File: src/rtl/sdac_pkg.sv
package sdac_pkg;

    typedef enum logic [2:0] {
        ST_IDLE,
        ST_HUNT,
        ST_ADDR,
        ST_DATA,
        ST_COMMIT,
        ST_GAP
    } sdac_state_t;

endpackage

File: src/rtl/sdac_in_sync.sv
module sdac_in_sync #(
    parameter int STAGES = 2
) (
    input  logic clk_i,
    input  logic rst_ni,
    input  logic sclk_i,
    input  logic cs_i,
    input  logic sdi_i,
    output logic sclk_rise_o,
    output logic cs_o,
    output logic sdi_o
);
    logic [STAGES-1:0][2:0] pipe_q;
    logic                   sclk_prev_q;

    for (genvar s = 0; s < STAGES; s++) begin : g_stage
        if (s == 0) begin : g_first
            always_ff @(posedge clk_i) begin
                if (!rst_ni) pipe_q[s] <= '0;
                else         pipe_q[s] <= {sdi_i, cs_i, sclk_i};
            end
        end else begin : g_next
            always_ff @(posedge clk_i) begin
                if (!rst_ni) pipe_q[s] <= '0;
                else         pipe_q[s] <= pipe_q[s-1];
            end
        end
    end

    always_ff @(posedge clk_i) begin
        if (!rst_ni) sclk_prev_q <= 1'b0;
        else         sclk_prev_q <= pipe_q[STAGES-1][0];
    end

    always_comb begin
        sclk_rise_o = pipe_q[STAGES-1][0] & ~sclk_prev_q;
        cs_o        = pipe_q[STAGES-1][1];
        sdi_o       = pipe_q[STAGES-1][2];
    end

    p_single_rise_r2: assert property (@(posedge clk_i) disable iff (!rst_ni)
        sclk_rise_o |=> !sclk_rise_o);

endmodule

File: src/rtl/sdac_cs_filter.sv
module sdac_cs_filter #(
    parameter int CS_FILT = 4
) (
    input  logic clk_i,
    input  logic rst_ni,
    input  logic cs_s_i,
    output logic active_o,
    output logic drop_o
);
    localparam int CW = (CS_FILT > 1) ? $clog2(CS_FILT) : 1;

    logic [CW-1:0] low_cnt_q;
    logic          active_q;
    logic          fall_now;

    always_comb begin
        fall_now = active_q && !cs_s_i && (low_cnt_q == CW'(CS_FILT - 1));
        active_o = active_q;
        drop_o   = fall_now;
    end

    always_ff @(posedge clk_i) begin
        if (!rst_ni) begin
            active_q  <= 1'b0;
            low_cnt_q <= '0;
        end else if (cs_s_i) begin
            active_q  <= 1'b1;
            low_cnt_q <= '0;
        end else if (fall_now) begin
            active_q  <= 1'b0;
            low_cnt_q <= '0;
        end else if (active_q) begin
            low_cnt_q <= low_cnt_q + 1'b1;
        end
    end

    p_select_fast_r7: assert property (@(posedge clk_i) disable iff (!rst_ni)
        cs_s_i |=> active_o);
    p_glitch_hold_r9: assert property (@(posedge clk_i) disable iff (!rst_ni)
        (active_o && cs_s_i) |=> active_o);

endmodule

File: src/rtl/sdac_frame_fsm.sv
module sdac_frame_fsm
    import sdac_pkg::*;
#(
    parameter int NCH = 4,
    parameter int W   = 8
) (
    input  logic                     clk_i,
    input  logic                     rst_ni,
    input  logic                     sel_i,
    input  logic                     rise_i,
    input  logic                     sdi_i,
    input  logic [W-1:0]             rd_word_i,
    output logic [$clog2(NCH)-1:0]   rd_addr_o,
    output logic                     wr_en_o,
    output logic [$clog2(NCH)-1:0]   wr_addr_o,
    output logic [W-1:0]             wr_data_o,
    output logic                     sdo_o
);
    localparam int AW = $clog2(NCH);
    localparam int CW = $clog2(W);

    sdac_state_t   state_q, state_d;
    logic [AW-1:0] addr_q, addr_nxt;
    logic [W-1:0]  data_q, rb_q;
    logic [CW-1:0] cnt_q;
    logic          step;

    assign step     = rise_i && sel_i;
    assign addr_nxt = (addr_q >> 1) | (AW'(sdi_i) << (AW - 1));

    always_ff @(posedge clk_i) begin
        if (!rst_ni) state_q <= ST_IDLE;
        else         state_q <= state_d;
    end

    always_comb begin
        state_d = state_q;
        unique case (state_q)
            ST_IDLE:   if (sel_i) state_d = ST_HUNT;
            ST_HUNT:   if (step && sdi_i) state_d = ST_ADDR;
            ST_ADDR:   if (step && cnt_q == CW'(AW - 1)) state_d = ST_DATA;
            ST_DATA:   if (step && cnt_q == CW'(W - 1)) state_d = ST_COMMIT;
            ST_COMMIT: if (step) state_d = ST_GAP;
            ST_GAP:    if (step) state_d = ST_HUNT;
            default:   state_d = ST_IDLE;
        endcase
        if (!sel_i) state_d = ST_IDLE;
    end

    always_ff @(posedge clk_i) begin
        if (!rst_ni) begin
            cnt_q  <= '0;
            addr_q <= '0;
            data_q <= '0;
            rb_q   <= '0;
        end else if (step) begin
            unique case (state_q)
                ST_HUNT: cnt_q <= '0;
                ST_ADDR: begin
                    addr_q <= addr_nxt;
                    if (cnt_q == CW'(AW - 1)) begin
                        cnt_q <= '0;
                        rb_q  <= rd_word_i;
                    end else begin
                        cnt_q <= cnt_q + 1'b1;
                    end
                end
                ST_DATA: begin
                    data_q <= {sdi_i, data_q[W-1:1]};
                    rb_q   <= rb_q >> 1;
                    cnt_q  <= cnt_q + 1'b1;
                end
                default: cnt_q <= '0;
            endcase
        end
    end

    always_comb begin
        rd_addr_o = addr_nxt;
        wr_en_o   = step && (state_q == ST_COMMIT);
        wr_addr_o = addr_q;
        wr_data_o = data_q;
        sdo_o     = sel_i && (state_q == ST_DATA) && rb_q[0];
    end

    p_deselect_idle_r10: assert property (@(posedge clk_i) disable iff (!rst_ni)
        !sel_i |=> state_q == ST_IDLE);
    p_gap_follows_commit_r6: assert property (@(posedge clk_i) disable iff (!rst_ni)
        (state_q == ST_GAP && $past(state_q) != ST_GAP) |-> $past(state_q) == ST_COMMIT);
    p_write_needs_select_r5: assert property (@(posedge clk_i) disable iff (!rst_ni)
        wr_en_o |-> sel_i && rise_i);

endmodule

File: src/rtl/sdac_setting_bank.sv
module sdac_setting_bank #(
    parameter int NCH = 4,
    parameter int W   = 8
) (
    input  logic                   clk_i,
    input  logic                   rst_ni,
    input  logic                   reload_i,
    input  logic [NCH*W-1:0]       shadow_i,
    input  logic                   wr_en_i,
    input  logic [$clog2(NCH)-1:0] wr_addr_i,
    input  logic [W-1:0]           wr_data_i,
    input  logic [$clog2(NCH)-1:0] rd_addr_i,
    output logic [W-1:0]           rd_word_o,
    output logic [NCH*W-1:0]       setting_o
);
    logic [NCH-1:0][W-1:0] work_q;

    for (genvar c = 0; c < NCH; c++) begin : g_chan
        always_ff @(posedge clk_i) begin
            if (!rst_ni || reload_i)
                work_q[c] <= shadow_i[c*W +: W];
            else if (wr_en_i && wr_addr_i == c)
                work_q[c] <= wr_data_i;
        end
        assign setting_o[c*W +: W] = work_q[c];
    end

    assign rd_word_o = work_q[rd_addr_i];

    p_reload_restores_r8: assert property (@(posedge clk_i) disable iff (!rst_ni)
        reload_i |=> setting_o == $past(shadow_i));
    p_reload_beats_write_r11: assert property (@(posedge clk_i) disable iff (!rst_ni)
        (reload_i && wr_en_i) |=> setting_o == $past(shadow_i));
    p_hold_without_cause_r5: assert property (@(posedge clk_i) disable iff (!rst_ni)
        (!reload_i && !wr_en_i) |=> $stable(setting_o));

endmodule

File: src/rtl/sdac_serial_if.sv
module sdac_serial_if #(
    parameter int NCH     = 4,
    parameter int W       = 8,
    parameter int SYNC    = 2,
    parameter int CS_FILT = 4
) (
    input  logic             clk_i,
    input  logic             rst_ni,
    input  logic             sclk_i,
    input  logic             cs_i,
    input  logic             sdi_i,
    input  logic [NCH*W-1:0] shadow_i,
    output logic [NCH*W-1:0] setting_o,
    output logic             sdo_o,
    output logic             sdo_oe_o
);
    localparam int AW = $clog2(NCH);

    logic          rise, cs_s, sdi_s, sel, drop, wr_en, sdo_raw;
    logic [AW-1:0] rd_addr, wr_addr;
    logic [W-1:0]  rd_word, wr_data;

    sdac_in_sync #(.STAGES(SYNC)) u_sync (
        .clk_i(clk_i), .rst_ni(rst_ni), .sclk_i(sclk_i), .cs_i(cs_i),
        .sdi_i(sdi_i), .sclk_rise_o(rise), .cs_o(cs_s), .sdi_o(sdi_s)
    );

    sdac_cs_filter #(.CS_FILT(CS_FILT)) u_filt (
        .clk_i(clk_i), .rst_ni(rst_ni), .cs_s_i(cs_s),
        .active_o(sel), .drop_o(drop)
    );

    sdac_frame_fsm #(.NCH(NCH), .W(W)) u_fsm (
        .clk_i(clk_i), .rst_ni(rst_ni), .sel_i(sel), .rise_i(rise),
        .sdi_i(sdi_s), .rd_word_i(rd_word), .rd_addr_o(rd_addr),
        .wr_en_o(wr_en), .wr_addr_o(wr_addr), .wr_data_o(wr_data),
        .sdo_o(sdo_raw)
    );

    sdac_setting_bank #(.NCH(NCH), .W(W)) u_bank (
        .clk_i(clk_i), .rst_ni(rst_ni), .reload_i(drop), .shadow_i(shadow_i),
        .wr_en_i(wr_en), .wr_addr_i(wr_addr), .wr_data_i(wr_data),
        .rd_addr_i(rd_addr), .rd_word_o(rd_word), .setting_o(setting_o)
    );

    always_comb begin
        sdo_oe_o = sel;
        sdo_o    = sel & sdo_raw;
    end

    p_sdo_quiet_r7: assert property (@(posedge clk_i) disable iff (!rst_ni)
        !sdo_oe_o |-> !sdo_o);
    p_reset_state_r1: assert property (@(posedge clk_i)
        !rst_ni |=> setting_o == $past(shadow_i));

endmodule

File: config.mk
export PLATFORM = sky130hd
export DESIGN_NAME = sdac_serial_if
export DESIGN_NICKNAME = d
export VERILOG_FILES = /design/src/rtl/sdac_pkg.sv /design/src/rtl/sdac_in_sync.sv /design/src/rtl/sdac_cs_filter.sv /design/src/rtl/sdac_frame_fsm.sv /design/src/rtl/sdac_setting_bank.sv /design/src/rtl/sdac_serial_if.sv
export SDC_FILE = /design/constraint.sdc
export NUM_CORES = 1
export LEC_CHECK = 0
export BUFFER_PORTS_ARGS = -buffer_cell sky130_fd_sc_hd__buf_2
export CORE_ASPECT_RATIO = 1.25
export CORE_MARGIN = 2
export CORE_UTILIZATION = 39
export CTS_CLUSTER_DIAMETER = 120
export CTS_CLUSTER_SIZE = 20
export DETAILED_ROUTE_END_ITERATION = 12
export SLEW_MARGIN = 25
export SYNTH_ARGS = -nofsm -noshare
export SYNTH_HDL_FRONTEND = slang
export SYNTH_SLANG_ARGS = --single-unit
File: constraint.sdc
create_clock -name clk_i -period 5 [get_ports clk_i]
set_clock_uncertainty 0.2 [all_clocks]
set_input_delay 0.25 -clock clk_i [delete_from_list [all_inputs] [get_ports clk_i]]
set_output_delay 0.25 -clock clk_i [all_outputs]
set_load 0.02 [all_outputs]
==> run summary <==
Resized cells post-CTS = 0
Worst Setup SP = u_filt.active_o
Pins Over Slew Limit = 0
Layout Nets = 440
Routed WL per cell = 15.3 µm
setup TNS = 0 ns
dpl cells = 447
global-route wire length before repair = 11600 µm
Vias per Instance = 4.94
WL final = 7570 µm
Post-Synthesis Cells = 300
Peak Freq = 402 MHz
pre-CTS WS = 2.36 ns
Final Cycle Share = 49.8%
syn nets = 341
Die Area = 0.00832 mm²
Async S/R FF share, synth = 0%
cell taking the most area after synthesis = edfxtp_1
half-perimeter wire length after placement = 5240 µm
min-delay src = shadow_i[24]
most common cell in the netlist = nand2_1
multiplexer area fraction after synthesis = 6.75%
Fillers = 673
grt total ovfl = 0
Pleak = 1.69 nW
CTS Sinks = 66
Synth top cells by count = 110 x nand2_1, 34 x dfxtp_1, 32 x edfxtp_1
Max VDD drop = 0.000189 V
setup ws final = 2.51 ns
status = finished, final reports clean
post-synthesis xor/xnor area fraction = 0.295%
CP Launch Type = register
Rel. slew slack = 39.8%
Reg2Reg Setup Slack = 2.51 ns
Yosys Warn Count = 0
Final Cell Area = 0.00391 mm²
post-route ant nets = 0
CTS tree = yes
WHS = 0.000123 ns
H-Tree Depth = 3
max-cap viol count = 0
Worst Setup Path Type = reg -> reg
initial antenna violation count = 0
aggregate global-route resource usage = 19.4%
Multi-input gate area = 0.00124 mm²
# port buffers = 70
WP data arrival = 2.26 ns
Post-synth top flop = dfxtp_1
Slew @ Worst Pin = 0.896 ns
Post-Layout Cell Count = 496
Inserted Diodes = 0
final count of hold timing violations = 0
number of hold buffers added after cts = 33
worst min path class = in -> reg
Setup Fix Bufs, Post-CTS = 0
sequential cell area = 0.00164 mm²
pwr dens = 311 mW/mm²
Inserted Clock Buffers = 9
largest family of logic cells by synthesized area = simple AND/OR/NAND/NOR gates
Core Util, Final = 53.2%
P&R area growth vs syn = 31.9%
sequential area share after synthesis = 55.4%
clock buffer depth = 2
worst reg2reg endpoint = u_bank.setting_o[23]
clock slew at reported path FFs = 0.07 ns
RSZ-0062 raised after global routing = no
Worst EP required = 4.77 ns
area of the mapped netlist = 0.00297 mm²
Chip Width = 82.0 µm
synth top area cells = edfxtp_1 32%, dfxtp_1 23%, nand2_1 14%
Post-synth EDFFs = 32
R2R depth = 4
Vias = 2452
DRC violations left = 0
height of the die = 101 µm
Row Count = 35
Starting Density = 40.3%
Core ar. = 0.00736 mm²
Seq cells post-synth = 66
worst skew pair latency = 0.35 ns
number of global-route vias before repair = 2357
dpl cell area = 0.00335 mm²
first-pass iteration count of the detailed router = 4
Post-Synth Simple-Gate Area = 23.9%
RR Startpoint = u_filt.active_o
largest net degree at the start of global routing = 35
Final GP Congestion = 0.766
I/O pin cnt = 71
critical path peak fanout = 15
final setup fails = 0
CP endpoint = u_bank.setting_o[23]
Post-Syn Area per Cell = 9.88 µm²
number of distinct library cells after synthesis = 37
share of cells above drive strength 1 = 26.5%
initial DRC count = 114
Post-Synth Adder-Cell Area = 1.69%
crit path time final = 2.49 ns
Synth top area share = 32.4%
clk root buf = clkbuf_8
CP endpoint kind = register
post-synthesis compound-gate area fraction = 8.27%
Tot Pwr = 1.22 mW
==> kinds of logic (layout without fill, tap and decap cells) <==
kind of cell / after synthesis / after routing
XOR/XNOR: 1 / 1
buffers and inverters: 19 / 123
flip-flops: 66 / 66
multiplexers: 10 / 10
AND/OR/NAND/NOR: 155 / 155
adder cells (fa/ha/maj): 4 / 4
AO/OA/AOI/OAI: 45 / 45
==> layout by cell type (no fill, tap or decap), types with 2 or more instances in the layout <==
master and instances:
o21ai_1 9, a31oi_1 8, edfxtp_1 32, inv_1 3, clkbuf_8 9, ha_1 4
nand2_2 3, o21ai_0 4, dfxtp_1 34, mux4_2 8, bufinv_16 2, and2_1 8
buf_2 70, dlygate4sd3_1 33, nor2_1 9, clkinvlp_4 3, nand3_1 4, nand2b_1 3
nor3_1 8, a21oi_1 20, mux2i_1 2, nand2_1 109
==> worst min-delay path by stage <==
stage / endpoint / depth (start not counted) / slack [ns]
2_1_floorplan: u_sync.pipe_q[0] / 1 / 0.18
3_3_place_gp: u_sync.sdi_o / 1 / 0.22
3_5_place_dp: u_sync.cs_o / 1 / 0.22
4_1_cts: u_bank.setting_o[24] / 3 / 0.003
5_1_grt: u_bank.setting_o[24] / 3 / 0.02
6_report: u_bank.setting_o[24] / 3 / 0.0001
==> area by class of cell <==
class | count | area share (%)
repair buffers | 103 | 17.4
clock buffers | 10 | 3.26
multi-input cells | 215 | 31.7
clock inverters | 6 | 2.34
well taps | 92 | 2.94
inverters | 4 | 0.384
flip-flops and latches | 66 | 42.0
==> per-layer routing <==
metal / share of wire, % / wire length [µm] / GRT usage [%]
met4: 2.9 / 222 / 11.5
met1: 44 / 3340 / 25.1
met2: 50 / 3750 / 30.6
met3: 3.4 / 257 / 2.67
met5: 0 / 0 / 0
==> worst max-delay path, stage by stage, from the launching register on <==
cell      delay [ns]
dfxtp_1         0.60
nand3b_4        0.27
nor2_1          0.23
nand2_1         0.07
o21ai_1         0.73
==> power by group <==
group / switching [mW] / leakage, nW / internal (mW)
sequential: 0.0152 / 0.601 / 0.588
clock: 0.217 / 0.0987 / 0.281
combinational: 0.0619 / 0.994 / 0.0543
total: 0.294 / 1.69 / 0.924
==> flip-flops by register name, summed over array words and instances, names as in the netlist <==
register,count
u_sync.sclk_prev_q,1
u_filt.low_cnt_q,2
u_filt.active_o,1
u_bank.setting_o,32
u_fsm.state_q,3
u_fsm.wr_addr_o,2
u_fsm.cnt_q,3
u_fsm.rb_q,8
u_sync.sdi_o,1
u_sync.cs_o,1
u_fsm.wr_data_o,8
u_sync.pipe_q,4
(Power assumes the default switching activity.)
